`src/rtl/cs_tmo_pkg.sv`:
```
package cs_tmo_pkg;

    localparam int TMO_W  = 16;
    localparam int NUM_CS = 2;
    localparam int SEL_W  = (NUM_CS > 1) ? $clog2(NUM_CS) : 1;

    typedef enum logic [1:0] {
        MODE_WRITE = 2'd0,
        MODE_READ  = 2'd1,
        MODE_POLL  = 2'd2,
        MODE_MAP   = 2'd3
    } op_mode_e;

endpackage

```
`src/rtl/cs_idle_counter.sv`:
```
module cs_idle_counter #(
    parameter int TMO_W = cs_tmo_pkg::TMO_W
) (
    input  logic             clk,
    input  logic             rst_n,
    input  logic             run_i,
    input  logic [TMO_W-1:0] limit_i,
    output logic             expire_o
);
    localparam int CNT_W = TMO_W + 1;

    typedef struct packed {
        logic [TMO_W-1:0] cnt;
    } cnt_st_t;

    cnt_st_t          st_d, st_q;
    logic [CNT_W-1:0] cnt_inc;

    always_comb begin
        st_d     = st_q;
        cnt_inc  = {1'b0, st_q.cnt} + CNT_W'(1);
        // extra bit keeps the compare exact at the full-scale limit
        expire_o = run_i && (cnt_inc >= {1'b0, limit_i});
        if (!run_i || expire_o) begin
            st_d.cnt = '0;
        end else begin
            st_d.cnt = cnt_inc[TMO_W-1:0];
        end
    end

    always_ff @(posedge clk or negedge rst_n) begin
        if (!rst_n) begin
            st_q <= '0;
        end else begin
            st_q <= st_d;
        end
    end

endmodule

```
`src/rtl/cs_select_ctrl.sv`:
```
module cs_select_ctrl #(
    parameter int NUM_CS = cs_tmo_pkg::NUM_CS,
    parameter int SEL_W  = cs_tmo_pkg::SEL_W
) (
    input  logic              clk,
    input  logic              rst_n,
    input  logic              start_i,
    input  logic              busy_i,
    input  logic              map_mode_i,
    input  logic              expire_i,
    input  logic [SEL_W-1:0]  sel_i,
    output logic              active_o,
    output logic [NUM_CS-1:0] cs_n_o
);
    typedef struct packed {
        logic             active;
        logic [SEL_W-1:0] sel;
    } sel_st_t;

    sel_st_t st_d, st_q;

    always_comb begin
        st_d = st_q;
        if (start_i) begin
            st_d.active = 1'b1;
            st_d.sel    = sel_i;
        end else if (expire_i) begin
            st_d.active = 1'b0;
        end else if (!map_mode_i && !busy_i) begin
            st_d.active = 1'b0;
        end
    end

    always_ff @(posedge clk or negedge rst_n) begin
        if (!rst_n) begin
            st_q <= '0;
        end else begin
            st_q <= st_d;
        end
    end

    assign active_o = st_q.active;

    for (genvar g = 0; g < NUM_CS; g++) begin : g_cs_line
        assign cs_n_o[g] = ~(st_q.active && (st_q.sel == SEL_W'(g)));
    end

endmodule

```
`src/rtl/cs_tmo_flag.sv`:
```
module cs_tmo_flag (
    input  logic clk,
    input  logic rst_n,
    input  logic set_i,
    input  logic clr_i,
    input  logic irq_en_i,
    output logic flag_o,
    output logic irq_o
);
    typedef struct packed {
        logic flag;
    } flag_st_t;

    flag_st_t st_d, st_q;

    always_comb begin
        st_d = st_q;
        if (set_i) begin
            st_d.flag = 1'b1;
        end else if (clr_i) begin
            st_d.flag = 1'b0;
        end
    end

    always_ff @(posedge clk or negedge rst_n) begin
        if (!rst_n) begin
            st_q <= '0;
        end else begin
            st_q <= st_d;
        end
    end

    assign flag_o = st_q.flag;
    assign irq_o  = st_q.flag & irq_en_i;

endmodule

```
`src/rtl/cs_idle_timeout.sv`:
```
module cs_idle_timeout
    import cs_tmo_pkg::*;
#(
    parameter int LIMIT_W = TMO_W
) (
    input  logic               clk,
    input  logic               rst_n,
    input  logic [1:0]         mode_i,
    input  logic               tmo_en_i,
    input  logic [LIMIT_W-1:0] tmo_limit_i,
    input  logic               cs_sel_i,
    input  logic               busy_i,
    input  logic               acc_start_i,
    input  logic               tmo_irq_en_i,
    input  logic               tmo_clr_i,
    output logic               cs0_n_o,
    output logic               cs1_n_o,
    output logic               tmo_flag_o,
    output logic               tmo_irq_o
);
    logic              map_mode;
    logic              cs_active;
    logic              idle_run;
    logic              expire;
    logic [NUM_CS-1:0] cs_n;

    assign map_mode = (op_mode_e'(mode_i) == MODE_MAP);
    assign idle_run = cs_active && map_mode && tmo_en_i && !busy_i && !acc_start_i;

    cs_idle_counter #(.TMO_W(LIMIT_W)) u_cnt (
        .clk      (clk),
        .rst_n    (rst_n),
        .run_i    (idle_run),
        .limit_i  (tmo_limit_i),
        .expire_o (expire)
    );

    cs_select_ctrl #(.NUM_CS(NUM_CS), .SEL_W(SEL_W)) u_sel (
        .clk        (clk),
        .rst_n      (rst_n),
        .start_i    (acc_start_i),
        .busy_i     (busy_i),
        .map_mode_i (map_mode),
        .expire_i   (expire),
        .sel_i      (SEL_W'(cs_sel_i)),
        .active_o   (cs_active),
        .cs_n_o     (cs_n)
    );

    cs_tmo_flag u_flag (
        .clk      (clk),
        .rst_n    (rst_n),
        .set_i    (expire),
        .clr_i    (tmo_clr_i),
        .irq_en_i (tmo_irq_en_i),
        .flag_o   (tmo_flag_o),
        .irq_o    (tmo_irq_o)
    );

    assign cs0_n_o = cs_n[0];
    assign cs1_n_o = cs_n[1];

endmodule

```
`config.mk`:
```
export PLATFORM = sky130hd
export DESIGN_NAME = cs_idle_timeout
export DESIGN_NICKNAME = d
export VERILOG_FILES = /design/src/rtl/cs_tmo_pkg.sv /design/src/rtl/cs_idle_counter.sv /design/src/rtl/cs_select_ctrl.sv /design/src/rtl/cs_tmo_flag.sv /design/src/rtl/cs_idle_timeout.sv
export SDC_FILE = /design/constraint.sdc
export NUM_CORES = 1
export LEC_CHECK = 0
export BUFFER_PORTS_ARGS = -buffer_cell sky130_fd_sc_hd__buf_4
export CELL_PAD_IN_SITES_DETAIL_PLACEMENT = 0
export CELL_PAD_IN_SITES_GLOBAL_PLACEMENT = 2
export CORE_MARGIN = 2
export CORE_UTILIZATION = 34
export DETAILED_ROUTE_END_ITERATION = 10
export GPL_TIMING_DRIVEN = 0
export PLACE_DENSITY_LB_ADDON = 0.08
export SYNTH_ARGS = -nofsm -noshare
export SYNTH_HDL_FRONTEND = slang
export SYNTH_HIERARCHICAL = 1
export SYNTH_SLANG_ARGS = --single-unit
```
`constraint.sdc`:
```
create_clock -name clk -period 3.23 [get_ports clk]
set_input_delay 0.1615 -clock clk [delete_from_list [all_inputs] [get_ports clk]]
set_output_delay 0.1615 -clock clk [all_outputs]
set_load 0.03 [all_outputs]
```
# Word-level counts from Yosys, hierarchy flattened
# Index checks and enable logic that the tools add are counted.
# Widths: inputs -> output; s select.
[classes]
addsub = 1
multipliers = 0
div_mod_pow = 0
n_lt_le_gt_ge = 1
eq_ne = 1
n_shift = 0
n_mux = 6
bitwise = 4
n_reduce_logical = 15
[op_table]
columns = ["op", "count"]
rows = [
  ["$add 16x1->17 const B", 1],
  ["$ge 17x16->1", 1],
  ["$mux 16", 1],
  ["$logic_and 1x1->1", 8],
  ["$mux 1", 5],
  ["$logic_not 1->1", 4],
  ["$not 1->1", 3],
  ["$reduce_bool 3->1", 1],
  ["$eq 2x2->1 const B", 1],
  ["$reduce_bool 2->1", 1],
  ["$and 1x1->1", 1],
  ["$logic_or 1x1->1", 1],
]
[word_totals]
register_bits = 19
latch_bits = 0
ramBits = 0
rom_bits = 0
inputBits = 26
output_inout_bits = 4
word_cells = 32
mem_count = 0

# Logic depth before layout (Yosys ltp)
[depth]
word_depth = 8
depth_mapped = 13
depth_no_buf = 13

# By module
# The synthesis kept the hierarchy.
[modules_own_cells]
columns = ["module", "n_inst", "cells_each", "area_per_inst_um2", "seq_area_each_um2"]
rows = [
  ["cs_idle_counter", 1, 134, 1317.5, 400.4],
  ["cs_select_ctrl", 1, 8, 92.6, 50.0],
  ["cs_tmo_flag", 1, 4, 42.5, 25.0],
  ["cs_idle_timeout", 1, 3, 35.0, 0.0],
]

# Least setup slack after synthesis
# No wires, ideal clock.
[synth_timing]
kind = "reg-to-reg"
start = "register u_cnt/st_q[0] (netlist bit)"
end = "register u_sel.st_q (netlist bit u_sel/active_o)"
setup_time_ns = 0.124
arrival_ns = 2.631
t_required_ns = 3.106
path_slack_ns = 0.476
path_stages_with_launch = 14
path_buffers = 0
synth_period_minus_slack_ns = 2.754
cell_sequence = "dfrtp_1 > ha_1 > inv_1 > nor3_4 > nand2_1 > xnor2_1 > ha_1 > nand4_2 > nor4_4 > a21oi_2 > o211ai_4 > and2_2 > nand2b_1 > o21bai_1"
[synth_via]
elab_chain_cells = 5
word_cells_on_any_way = 6
classes_between = "add/sub (1); order compare (1); mux (2); reduce/logical (2)"
[synth_rtl]
columns = ["element", "line", "text"]
rows = [
  ["start, declared", "cs_idle_counter.sv:16", "cnt_st_t st_d, st_q;"],
  ["start signal, assigned", "cs_idle_counter.sv:35", "st_q <= st_d;"],
  ["$add 16x1->17 *", "cs_idle_counter.sv:21", "cnt_inc = {1'b0, st_q.cnt} + CNT_W'(1);"],
  ["$ge 17x16->1 *", "cs_idle_counter.sv:23", "expire_o = run_i && (cnt_inc >= {1'b0, limit_i});"],
  ["$logic_and 1x1->1 *", "cs_idle_counter.sv:23", ""],
  ["via expire", "cs_idle_timeout.sv:24", "logic expire;"],
  ["$mux 1", "cs_select_ctrl.sv:27", "end else if (expire_i) begin"],
  ["$mux 1", "cs_select_ctrl.sv:24", "if (start_i) begin"],
  ["end signal, assigned", "cs_select_ctrl.sv:38", "st_q <= st_d;"],
  ["end, declared", "cs_select_ctrl.sv:20", "sel_st_t st_d, st_q;"],
]
# Mark *: on every way through the listed nets, which the timed path passes. The rest lies on a longest branch.
# A chain may end at the register's enable or synchronous reset.

# Worst setup path after layout
# Ends and elaborated chain as after synthesis.

==> out/metrics.cfg <==
[global_route]
antenna_found_initial = 0
grt_max_degree = 20
grt_usage = 0.142
grt_pass1_vias = 1185
grt_overflow = 0
grt_first_pass_wirelength_um = 5540

[route]
drc = 0
drtIter0Drc = 26
num_vias = 1119
first_pass_iters = 4
routed_wl_um = 3110
wl_per_cell_um = 13.1
via_per_inst = 4.72
ant_nets = 0

[layout]
mostFrequentLayoutCells = buf_4 (31), inv_1 (23), dfrtp_1 (18)
antenna_cells = 0
nets = 229
multi_input_area_um2 = 907
final_common_cell = buf_4
fin_util = 0.429
regArea_um2 = 477
syn2layout_area_growth_pct = 23.9
num-fill-cells = 441
layout-drive-gt1-share = 0.324

[yosys]
synthAdderAreaFrac = 0.143
synth_top_family_by_area = simple AND/OR/NAND/NOR gates
synthSimpleGateAreaFrac = 0.288
synth_warnings = 6
ys_async_sr_fraction = 1.00
ys_types = 36
synth.avg_cell_area_um2 = 9.98
yosysSeqAreaShare = 0.320
synth_nets = 192
ys.flop_type = dfrtp_1
yosys_register_bits = 19
synthCells = 149
synth_compound_area_frac = 0.0807
netlist_area_um2 = 1490
synthXorXnorAreaFrac = 0.0875
muxShareOfSynthArea = 0.0101
synth-edff-count = 0

[sta]
max_freq_mhz = 335
timing.final.hold_violations = 0
period_minus_slack_ns = 2.98
fin_hold_ws_ns = 0.129
finalCritPeriodShare = 0.923
rsz0062_at_grt = false
finalMaxSlewViolations = 0
worstMarginPinSlew_ns = 0.700
finalSetupTns_ns = 0
setup_violations = 0
skew_ns = 0.00193
relSlewSlack = 0.533

[clock_tree]
clk_latency_ns = 0.26
cts-root-buf = clkbuf_8
tritoncts = built
clock-sinks = 19
path_clk_slew_ns = 0.08
htree_levels = 1
cts_made_buffers = 3
cts_buffer_depth = 2

[hold_path]
hold_class = in2reg

[placed_design]
dp_hpwl_um = 2500
place_congestion = 0.720
port_buffers = 29

[setup_path]
crit_type = reg2reg
worst_setup_path_end_kind = flip-flop
cp-start-kind = flip-flop
arrival_ns = 3.17
reg2reg_slack_ns = 0.25
cp_max_fo = 5
required_ns = 3.42

[run]
cap_violations = 0

[status]
status = complete, no violations

[power_and_ir_drop]
p_sw_uw = 120
p_int_uw = 362
peakVddDrop_uv = 131
p_comb_frac = 0.144
swShare = 0.249
seq_power_share = 0.503
p_leak_uw = 0.000900
p_per_area_nw_per_um2 = 261
clkPwrFrac = 0.353

[floorplanning]
die_area_um2 = 4920
rows = 24
dieHeight_um = 70.1
coreArea_um2 = 4290
initial_utilization = 0.346
die_width_um = 70.1
ioPinCount = 30

[cell type report]
class	count	area share
flip-flops and latches	19	0.259
clock inverters	1	0.00272
plain buffers	2	0.0102
clock buffers	3	0.0224
well taps	52	0.0353
inverters	23	0.0468
repair buffers	32	0.132
multi-input cells	105	0.492
[cells in the mapped netlist (2+ instances only)]
master / instances / area share
nor3b_1: 6 / 0.030
xnor2_1: 11 / 0.065
nor3_2: 3 / 0.020
xor2_1: 2 / 0.012
dfrtp_1: 19 / 0.32
nand4_1: 3 / 0.013
nand3_1: 7 / 0.024
a21oi_1: 8 / 0.027
nor3_1: 2 / 0.0067
ha_1: 17 / 0.14
and2_2: 2 / 0.010
nor2_1: 3 / 0.0076
inv_1: 23 / 0.058
nor3b_2: 8 / 0.067
nand2b_1: 2 / 0.0084
nand2_1: 13 / 0.033
[registers in the layout, summed over array words and instances (netlist names)]
signal	cells
u_cnt/st_q	16
u_flag/flag_o	1
u_sel/active_o	1
u_sel/st_q	1
[per-layer routing]
layer | routed length [um] | vias to the layer above | GRT usage
met1 | 1470 | 517 | 0.196
met4 | 19 | 0 | 0.0385
met3 | 102 | 2 | 0.0245
met2 | 1530 | 18 | 0.230
li1 | - | 582 | -
met5 | 0 | - | 0
[stage by stage]
step / worst slack (ns) / instances / total power (uW) / cell area (um2)
floorplan: 0.476 / 149 / 277 / 1490
global placement: 0.00383 / 230 / 315 / 1770
detailed placement: -0.0406 / 230 / 316 / 1770
CTS: 0.0615 / 236 / 493 / 1830
global route: 0.00564 / 237 / 514 / 1840
finish: 0.248 / 237 / 482 / 1840
[timing repair]
action / in CTS / in global routing
hold endpoints to repair: 19 / 0
setup endpoints to repair: 1 / 11
buffers inserted: 1 / 1
hold buffers: 1 / 0
resized for setup: 0 / 1
pin swaps: 1 / 2
[kinds of logic after synthesis]
group	Yosys count
AOI/OAI and AO/OA	16
xor gates and xnor gates	14
adders and majority gates	17
buffers and inverters	25
DFF	19
muxes	1
and+or+nand+nor	57
[final timing paths]
path | cells after the start | from | end
max | 13 | u_cnt/st_q[0]$_DFF_PN0_ | u_sel/active_o$_DFFE_PN0P_
min | 2 | cs_sel_i | u_sel/st_q[0]$_DFFE_PN0P_
max reg2reg | 13 | u_cnt/st_q[0]$_DFF_PN0_ | u_sel/active_o$_DFFE_PN0P_
min reg2reg | 1 | u_flag/flag_o$_DFFE_PN0P_ | u_flag/flag_o$_DFFE_PN0P_
max in group asynchronous | 2 | rst_n | u_cnt/st_q[0]$_DFF_PN0_
min in group asynchronous | 2 | rst_n | u_cnt/st_q[7]$_DFF_PN0_
[worst max-delay path, stage by stage, from the launching register on]
cell and delay (ns):
dfrtp_2 0.42, ha_1 0.24, inv_1 0.10, nor3_4 0.30, and3_1 0.24, xor2_2 0.16, ha_1 0.26, nand2_1 0.15
nor3_1 0.08, a221oi_2 0.33, o211ai_4 0.14, and2_2 0.23, nand2b_1 0.14, o21bai_1 0.13
[power groups by stage]
stage / sequential [uW] / combinational [uW] / clock [uW]
after CTS: 242 / 70.9 / 180
after detailed placement: 247 / 69.6 / 0
after floorplan: 246 / 31.0 / 0
final: 242 / 69.1 / 170
after global placement: 247 / 67.9 / 0
after global routing: 243 / 77.8 / 193
No activity file was read; power rests on OpenSTA's default activity.
